[src/rtl/lvl_irq_pkg.sv]
package lvl_irq_pkg;

    // Register byte offsets; software decodes these positions.
    localparam logic [7:0] OFS_ENABLE = 8'h00;
    localparam logic [7:0] OFS_RAW    = 8'h04;
    localparam logic [7:0] OFS_MASKED = 8'h08;
    localparam logic [7:0] OFS_CLEAR  = 8'h0C;
    localparam logic [7:0] OFS_POLAR  = 8'h10;
    localparam logic [7:0] OFS_MODE   = 8'h14;

    // Per-channel pending state machine.
    typedef enum logic {
        CH_IDLE = 1'b0,
        CH_PEND = 1'b1
    } ch_state_e;

    // Register select produced by the address decoder.
    typedef enum logic [2:0] {
        SEL_ENABLE,
        SEL_RAW,
        SEL_MASKED,
        SEL_CLEAR,
        SEL_POLAR,
        SEL_MODE,
        SEL_NONE
    } reg_sel_e;

    function automatic reg_sel_e decode_addr(input logic [7:0] a);
        reg_sel_e s;
        unique case (a)
            OFS_ENABLE: s = SEL_ENABLE;
            OFS_RAW:    s = SEL_RAW;
            OFS_MASKED: s = SEL_MASKED;
            OFS_CLEAR:  s = SEL_CLEAR;
            OFS_POLAR:  s = SEL_POLAR;
            OFS_MODE:   s = SEL_MODE;
            default:    s = SEL_NONE;
        endcase
        return s;
    endfunction

endpackage

[src/rtl/lvl_sync.sv]
// Multi-stage synchroniser for a vector of asynchronous pins.
module lvl_sync #(
    parameter int W      = 8,
    parameter int STAGES = 2
) (
    input  logic         clk,
    input  logic         rst_n,
    input  logic [W-1:0] din,
    output logic [W-1:0] dout
);

    localparam int LAST = STAGES - 1;

    logic [W-1:0] stg_q [STAGES];

    generate
        for (genvar s = 0; s < STAGES; s++) begin : g_stage
            if (s == 0) begin : g_first
                always_ff @(posedge clk or negedge rst_n) begin
                    if (!rst_n) stg_q[0] <= '0;
                    else        stg_q[0] <= din;
                end
            end else begin : g_next
                always_ff @(posedge clk or negedge rst_n) begin
                    if (!rst_n) stg_q[s] <= '0;
                    else        stg_q[s] <= stg_q[s-1];
                end
            end
        end
    endgenerate

    assign dout = stg_q[LAST];

endmodule

[src/rtl/lvl_chan.sv]
// One channel: two-state pending machine, clear has priority over arm.
module lvl_chan
    import lvl_irq_pkg::*;
(
    input  logic clk,
    input  logic rst_n,
    input  logic hit,
    input  logic clr,
    output logic pend
);

    ch_state_e state_q, state_d;

    // State register
    always_ff @(posedge clk or negedge rst_n) begin
        if (!rst_n) state_q <= CH_IDLE;
        else        state_q <= state_d;
    end

    // Transitions: arm, ack, wait, hold
    always_comb begin
        state_d = state_q;
        unique case (state_q)
            CH_IDLE: begin
                if (hit && !clr) state_d = CH_PEND;   // arm
                else             state_d = CH_IDLE;   // wait
            end
            CH_PEND: begin
                if (clr) state_d = CH_IDLE;           // ack
                else     state_d = CH_PEND;           // hold
            end
            default: state_d = CH_IDLE;
        endcase
    end

    // Outputs
    always_comb begin
        unique case (state_q)
            CH_PEND: pend = 1'b1;
            default: pend = 1'b0;
        endcase
    end

endmodule

[src/rtl/lvl_regs.sv]
// Register file: enable, polarity, mode storage, clear pulse, read mux.
module lvl_regs
    import lvl_irq_pkg::*;
#(
    parameter int NCH    = 8,
    parameter int ADDR_W = 5
) (
    input  logic              clk,
    input  logic              rst_n,
    input  logic              reg_we,
    input  logic [ADDR_W-1:0] reg_addr,
    input  logic [NCH-1:0]    reg_wdata,
    input  logic [NCH-1:0]    raw,
    output logic [NCH-1:0]    reg_rdata,
    output logic [NCH-1:0]    en,
    output logic [NCH-1:0]    pol,
    output logic [NCH-1:0]    clr,
    output logic [NCH-1:0]    masked
);

    logic [7:0]     addr8;
    reg_sel_e       sel;
    logic [NCH-1:0] en_q, pol_q, mode_q;

    assign addr8 = 8'(reg_addr);
    assign sel   = decode_addr(addr8);

    always_ff @(posedge clk or negedge rst_n) begin
        if (!rst_n) begin
            en_q   <= '0;
            pol_q  <= '0;
            mode_q <= '0;
        end else if (reg_we) begin
            unique case (sel)
                SEL_ENABLE: en_q   <= reg_wdata;
                SEL_POLAR:  pol_q  <= reg_wdata;
                SEL_MODE:   mode_q <= reg_wdata;
                default:    ;
            endcase
        end
    end

    // Write-one-to-clear pulse, seen by the channels at the same edge.
    assign clr    = (reg_we && sel == SEL_CLEAR) ? reg_wdata : '0;
    assign masked = raw & en_q;
    assign en     = en_q;
    assign pol    = pol_q;

    always_comb begin
        unique case (sel)
            SEL_ENABLE: reg_rdata = en_q;
            SEL_RAW:    reg_rdata = raw;
            SEL_MASKED: reg_rdata = masked;
            SEL_POLAR:  reg_rdata = pol_q;
            SEL_MODE:   reg_rdata = mode_q;
            default:    reg_rdata = '0;
        endcase
    end

endmodule

[src/rtl/lvl_irq_bank.sv]
// Top: sticky level interrupt bank.
module lvl_irq_bank #(
    parameter int NCH         = 8,
    parameter int ADDR_W      = 5,
    parameter int SYNC_STAGES = 2
) (
    input  logic              clk,
    input  logic              rst_n,
    input  logic              reg_we,
    input  logic [ADDR_W-1:0] reg_addr,
    input  logic [NCH-1:0]    reg_wdata,
    output logic [NCH-1:0]    reg_rdata,
    input  logic [NCH-1:0]    pin_in,
    output logic              irq
);

    logic [NCH-1:0] sync_w, hit_w, clr_w, raw_q, en_w, pol_w, masked_w;

    lvl_sync #(.W(NCH), .STAGES(SYNC_STAGES)) u_sync (
        .clk  (clk),
        .rst_n(rst_n),
        .din  (pin_in),
        .dout (sync_w)
    );

    // Polarity 0: active high; 1: active low.
    assign hit_w = sync_w ^ pol_w;

    generate
        for (genvar c = 0; c < NCH; c++) begin : g_ch
            lvl_chan u_chan (
                .clk  (clk),
                .rst_n(rst_n),
                .hit  (hit_w[c]),
                .clr  (clr_w[c]),
                .pend (raw_q[c])
            );
        end
    endgenerate

    lvl_regs #(.NCH(NCH), .ADDR_W(ADDR_W)) u_regs (
        .clk      (clk),
        .rst_n    (rst_n),
        .reg_we   (reg_we),
        .reg_addr (reg_addr),
        .reg_wdata(reg_wdata),
        .raw      (raw_q),
        .reg_rdata(reg_rdata),
        .en       (en_w),
        .pol      (pol_w),
        .clr      (clr_w),
        .masked   (masked_w)
    );

    assign irq = |masked_w;

endmodule

[config.mk]
export PLATFORM = sky130hd
export DESIGN_NAME = lvl_irq_bank
export DESIGN_NICKNAME = d
export VERILOG_FILES = /design/src/rtl/lvl_irq_pkg.sv /design/src/rtl/lvl_sync.sv /design/src/rtl/lvl_chan.sv /design/src/rtl/lvl_regs.sv /design/src/rtl/lvl_irq_bank.sv
export SDC_FILE = /design/constraint.sdc
export NUM_CORES = 1
export LEC_CHECK = 0
export ABC_AREA = 1
export BUFFER_PORTS_ARGS = -buffer_cell sky130_fd_sc_hd__buf_2
export CAP_MARGIN = 20
export CORE_UTILIZATION = 50
export CTS_CLUSTER_DIAMETER = 120
export DETAILED_ROUTE_END_ITERATION = 8
export HOLD_SLACK_MARGIN = 0.02
export PLACE_DENSITY = 0.71
export SETUP_SLACK_MARGIN = 0.02
export SLEW_MARGIN = 20
export SYNTH_ARGS = -nofsm -noshare
export SYNTH_HDL_FRONTEND = slang
export SYNTH_SLANG_ARGS = --single-unit
[constraint.sdc]
create_clock -name clk -period 3.3 [get_ports clk]
set_input_delay 0.825 -clock clk [delete_from_list [all_inputs] [get_ports clk]]
set_output_delay 0.825 -clock clk [all_outputs]
set_load 0.02 [all_outputs]
==> results by group <==
Outcome
  – Status: completed

Route
  – Post-route ant nets: 0
  – WL final: 4.53 mm
  – Drt first pass iters: 4
  – Total vias in the final route: roughly 1,800
  – Wire per inst: 13.7 um
  – Number of vias per cell: ~5.5
  – Remaining DRCs: 0
  – Initial DRC Count: 105

Timing
  – RSZ-0062 raised after global routing: false
  – Fin crit share: 85.3%
  – Final Hold Viols: 0
  – Hold slack: 0.348 ns
  – F_max: 0.355 GHz
  – Relative slew margins: 60.0%
  – Setup violations, final: 0
  – Worst Tran Pin Value: 0.600 ns
  – Clk_skew: 0.00534 ns
  – Final Critical Period: 2.82 ns
  – Final max-slew violation count: 0
  – Fin Setup TNS: 0 ns

Logic synthesis
  – Syn Std Cell Area: 2290 um^2
  – Ys Warns: 0
  – Seq cells post-synth: 48
  – Seq/Total Area, Yosys: 52.5%
  – Synth Instances: 246
  – Synth cell types: 25
  – Avg Synthesized Cell Area: 9.30 um^2
  – Post-Syn Nets: 270

Cells and area
  – Most frequent cells in the layout: nand2_1 (49), dfrtp_1 (48), buf_2 (31), inv_1 (26), nand4_1 (24)
  – Most common cell after layout, fill and taps aside: nand2_1
  – Fraction of layout cells with a size suffix above 1: around 23%
  – Post-layout util: approximately 60%
  – Nets: roughly 300
  – Layout area overhead: 14.2%
  – Antenna cells: 0

Critical path
  – CP max FO: 15
  – Top delay family on crit path: buffers and inverters
  – Arrival @ worst endpoint: 1.99 ns
  – Biggest cell delay along the critical path: 0.30 ns
  – Setup crit start kind: input pin
  – Crit path buf inv count: 4
  – Worst setup EP type: primary output
  – Worst-path cell chain: buf_2 > nor2_2 > buf_4 > nand4_1 > o21ai_0 > inv_1 > nand2_1 > buf_2
  – FF-to-FF setup slack: about 2.4 ns
  – CP max stage cell: nor2_2
  – Critical path class: in2out
  – Cell mode on critical path: buf_2
  – CP required: ~2.5 ns

Clocking
  – Hold-fix buffers, CTS: 0
  – Post-CTS Setup Inserts: 0
  – Worst-Skew Late Latency: 0.30 ns
  – Cts repair resizes: 0
  – CTS Sinks: 48
  – Num CTS Buffers: 5
  – CTS tree: done
  – Reg clk slew, reported paths: 0.09 ns
  – CTS Buffer Depth: 2
  – H-tree depth reported by CTS: 2
  – Root buffer cell: clkbuf_8

Placement
  – Placer Congestion: 0.773
  – I/O Buffers: 32
  – DP Wirelength: 2.99 mm

Floorplan
  – I/O pin count: 33
  – Initial Utilization: between 50% and 60%
  – # rows: 24
  – Die Footprint: 4850 um^2
  – Die X: ~70 um
  – Core area: 4380 um^2
  – Die Height: between 60 and 70 um

Global routing
  – Initial antenna violation count: 0
  – Remaining global-route overflow: 0
  – All-Layer GR Usage: 20.8%
  – Via count of the first global-routing pass: 1,756
  – Largest net degree at the start of global routing: 49
  – First-pass GRT wire length: 7.85 mm

Job
  – Max-cap violations: 0

Power and ir drop
  – P_leak: 0.00125 uW
  – Max IR drop VDD: 384 uV
  – Overall Power: 1460 uW
  – Pwr dens: 559 nW/um^2

Worst hold path
  – Hold Path Class: reg2reg
## metal layers
metal / track usage (%) / up-vias / part of all wire (%)
met1: 27.8 / 873 / 46
met2: 33.0 / 46 / 47
met4: 8.44 / 0 / 2.2
li1: - / 883 / -
met5: 0 / - / 0
met3: 4.51 / 9 / 4.2
## flip-flops by register name, indices dropped and copies added, names as in the netlist
name                 cells
g_ch.u_chan.state_q      8
u_regs.en                8
u_regs.mode_q            8
u_regs.pol               8
u_sync.dout              8
u_sync.stg_q             8
## kinds of logic (layout without fill, tap and decap cells)
| logic type | count (synthesis) | count (layout) | synth area share [%] |
|---|---|---|---|
| AND/OR/NAND/NOR | 107 | 107 | 25.3 |
| flip-flops | 48 | 48 | 52.5 |
| AO/OA/AOI/OAI | 47 | 47 | 11.9 |
| buffers and inverters | 39 | 72 | 8.42 |
| XOR/XNOR | 5 | 5 | 1.91 |
## layout make-up
type	instances	area, um^2
clock inverter	3	90.1
fill	381	1770
tap	52	65.1
inverter	29	109
multi-input combinational	159	895
clock buffer	5	68.8
sequential	48	1200
timing repair buffer	35	185
## report_power, final
part           leakage, uW  total [uW]  internal, uW  switching (uW)
Sequential        0.000569         696           653            42.8
Combinational     0.000606         196          73.4             122
Clock            0.0000784         570           379             191
Total              0.00125        1460          1110             357
## worst paths after layout
kind,startpoint,to,depth (start not counted)
worst max register to register,g_ch[3].u_chan.state_q,g_ch[3].u_chan.state_q,3
worst min register to register,u_sync.stg_q[11],u_sync.dout[3],0
worst max-delay path,reg_addr[1],reg_rdata[6],8
min in group asynchronous,rst_n,u_regs.en[3],1
max in group asynchronous,rst_n,u_regs.en[2],1
worst min-delay path,u_sync.stg_q[11],u_sync.dout[3],0
## per-stage QoR
step | instances | setup slack [ns] | area, um^2
floorplan | 246 | 0.801 | 2290
global placement | 323 | 0.526 | 2450
detailed placement | 323 | 0.512 | 2450
CTS | 331 | 0.496 | 2610
global route | 331 | 0.329 | 2610
finish | 331 | 0.484 | 2610
## cells in the mapped netlist (all sizes together)
| cell | number | area share (%) |
|---|---|---|
| or2 | 1 | 0.27 |
| a21oi | 11 | 2.4 |
| buf | 10 | 3.7 |
| nor3 | 2 | 0.93 |
| nand4 | 27 | 9.3 |
| o21bai | 3 | 0.98 |
| nand2 | 49 | 8.0 |
| dfrtp | 48 | 52 |
| xor2 | 5 | 1.9 |
| inv | 29 | 4.8 |
| nand3 | 3 | 1.4 |
| nor2 | 25 | 5.2 |
| o21ai | 33 | 8.5 |
Note: power is estimated with default switching activity, not from simulation.
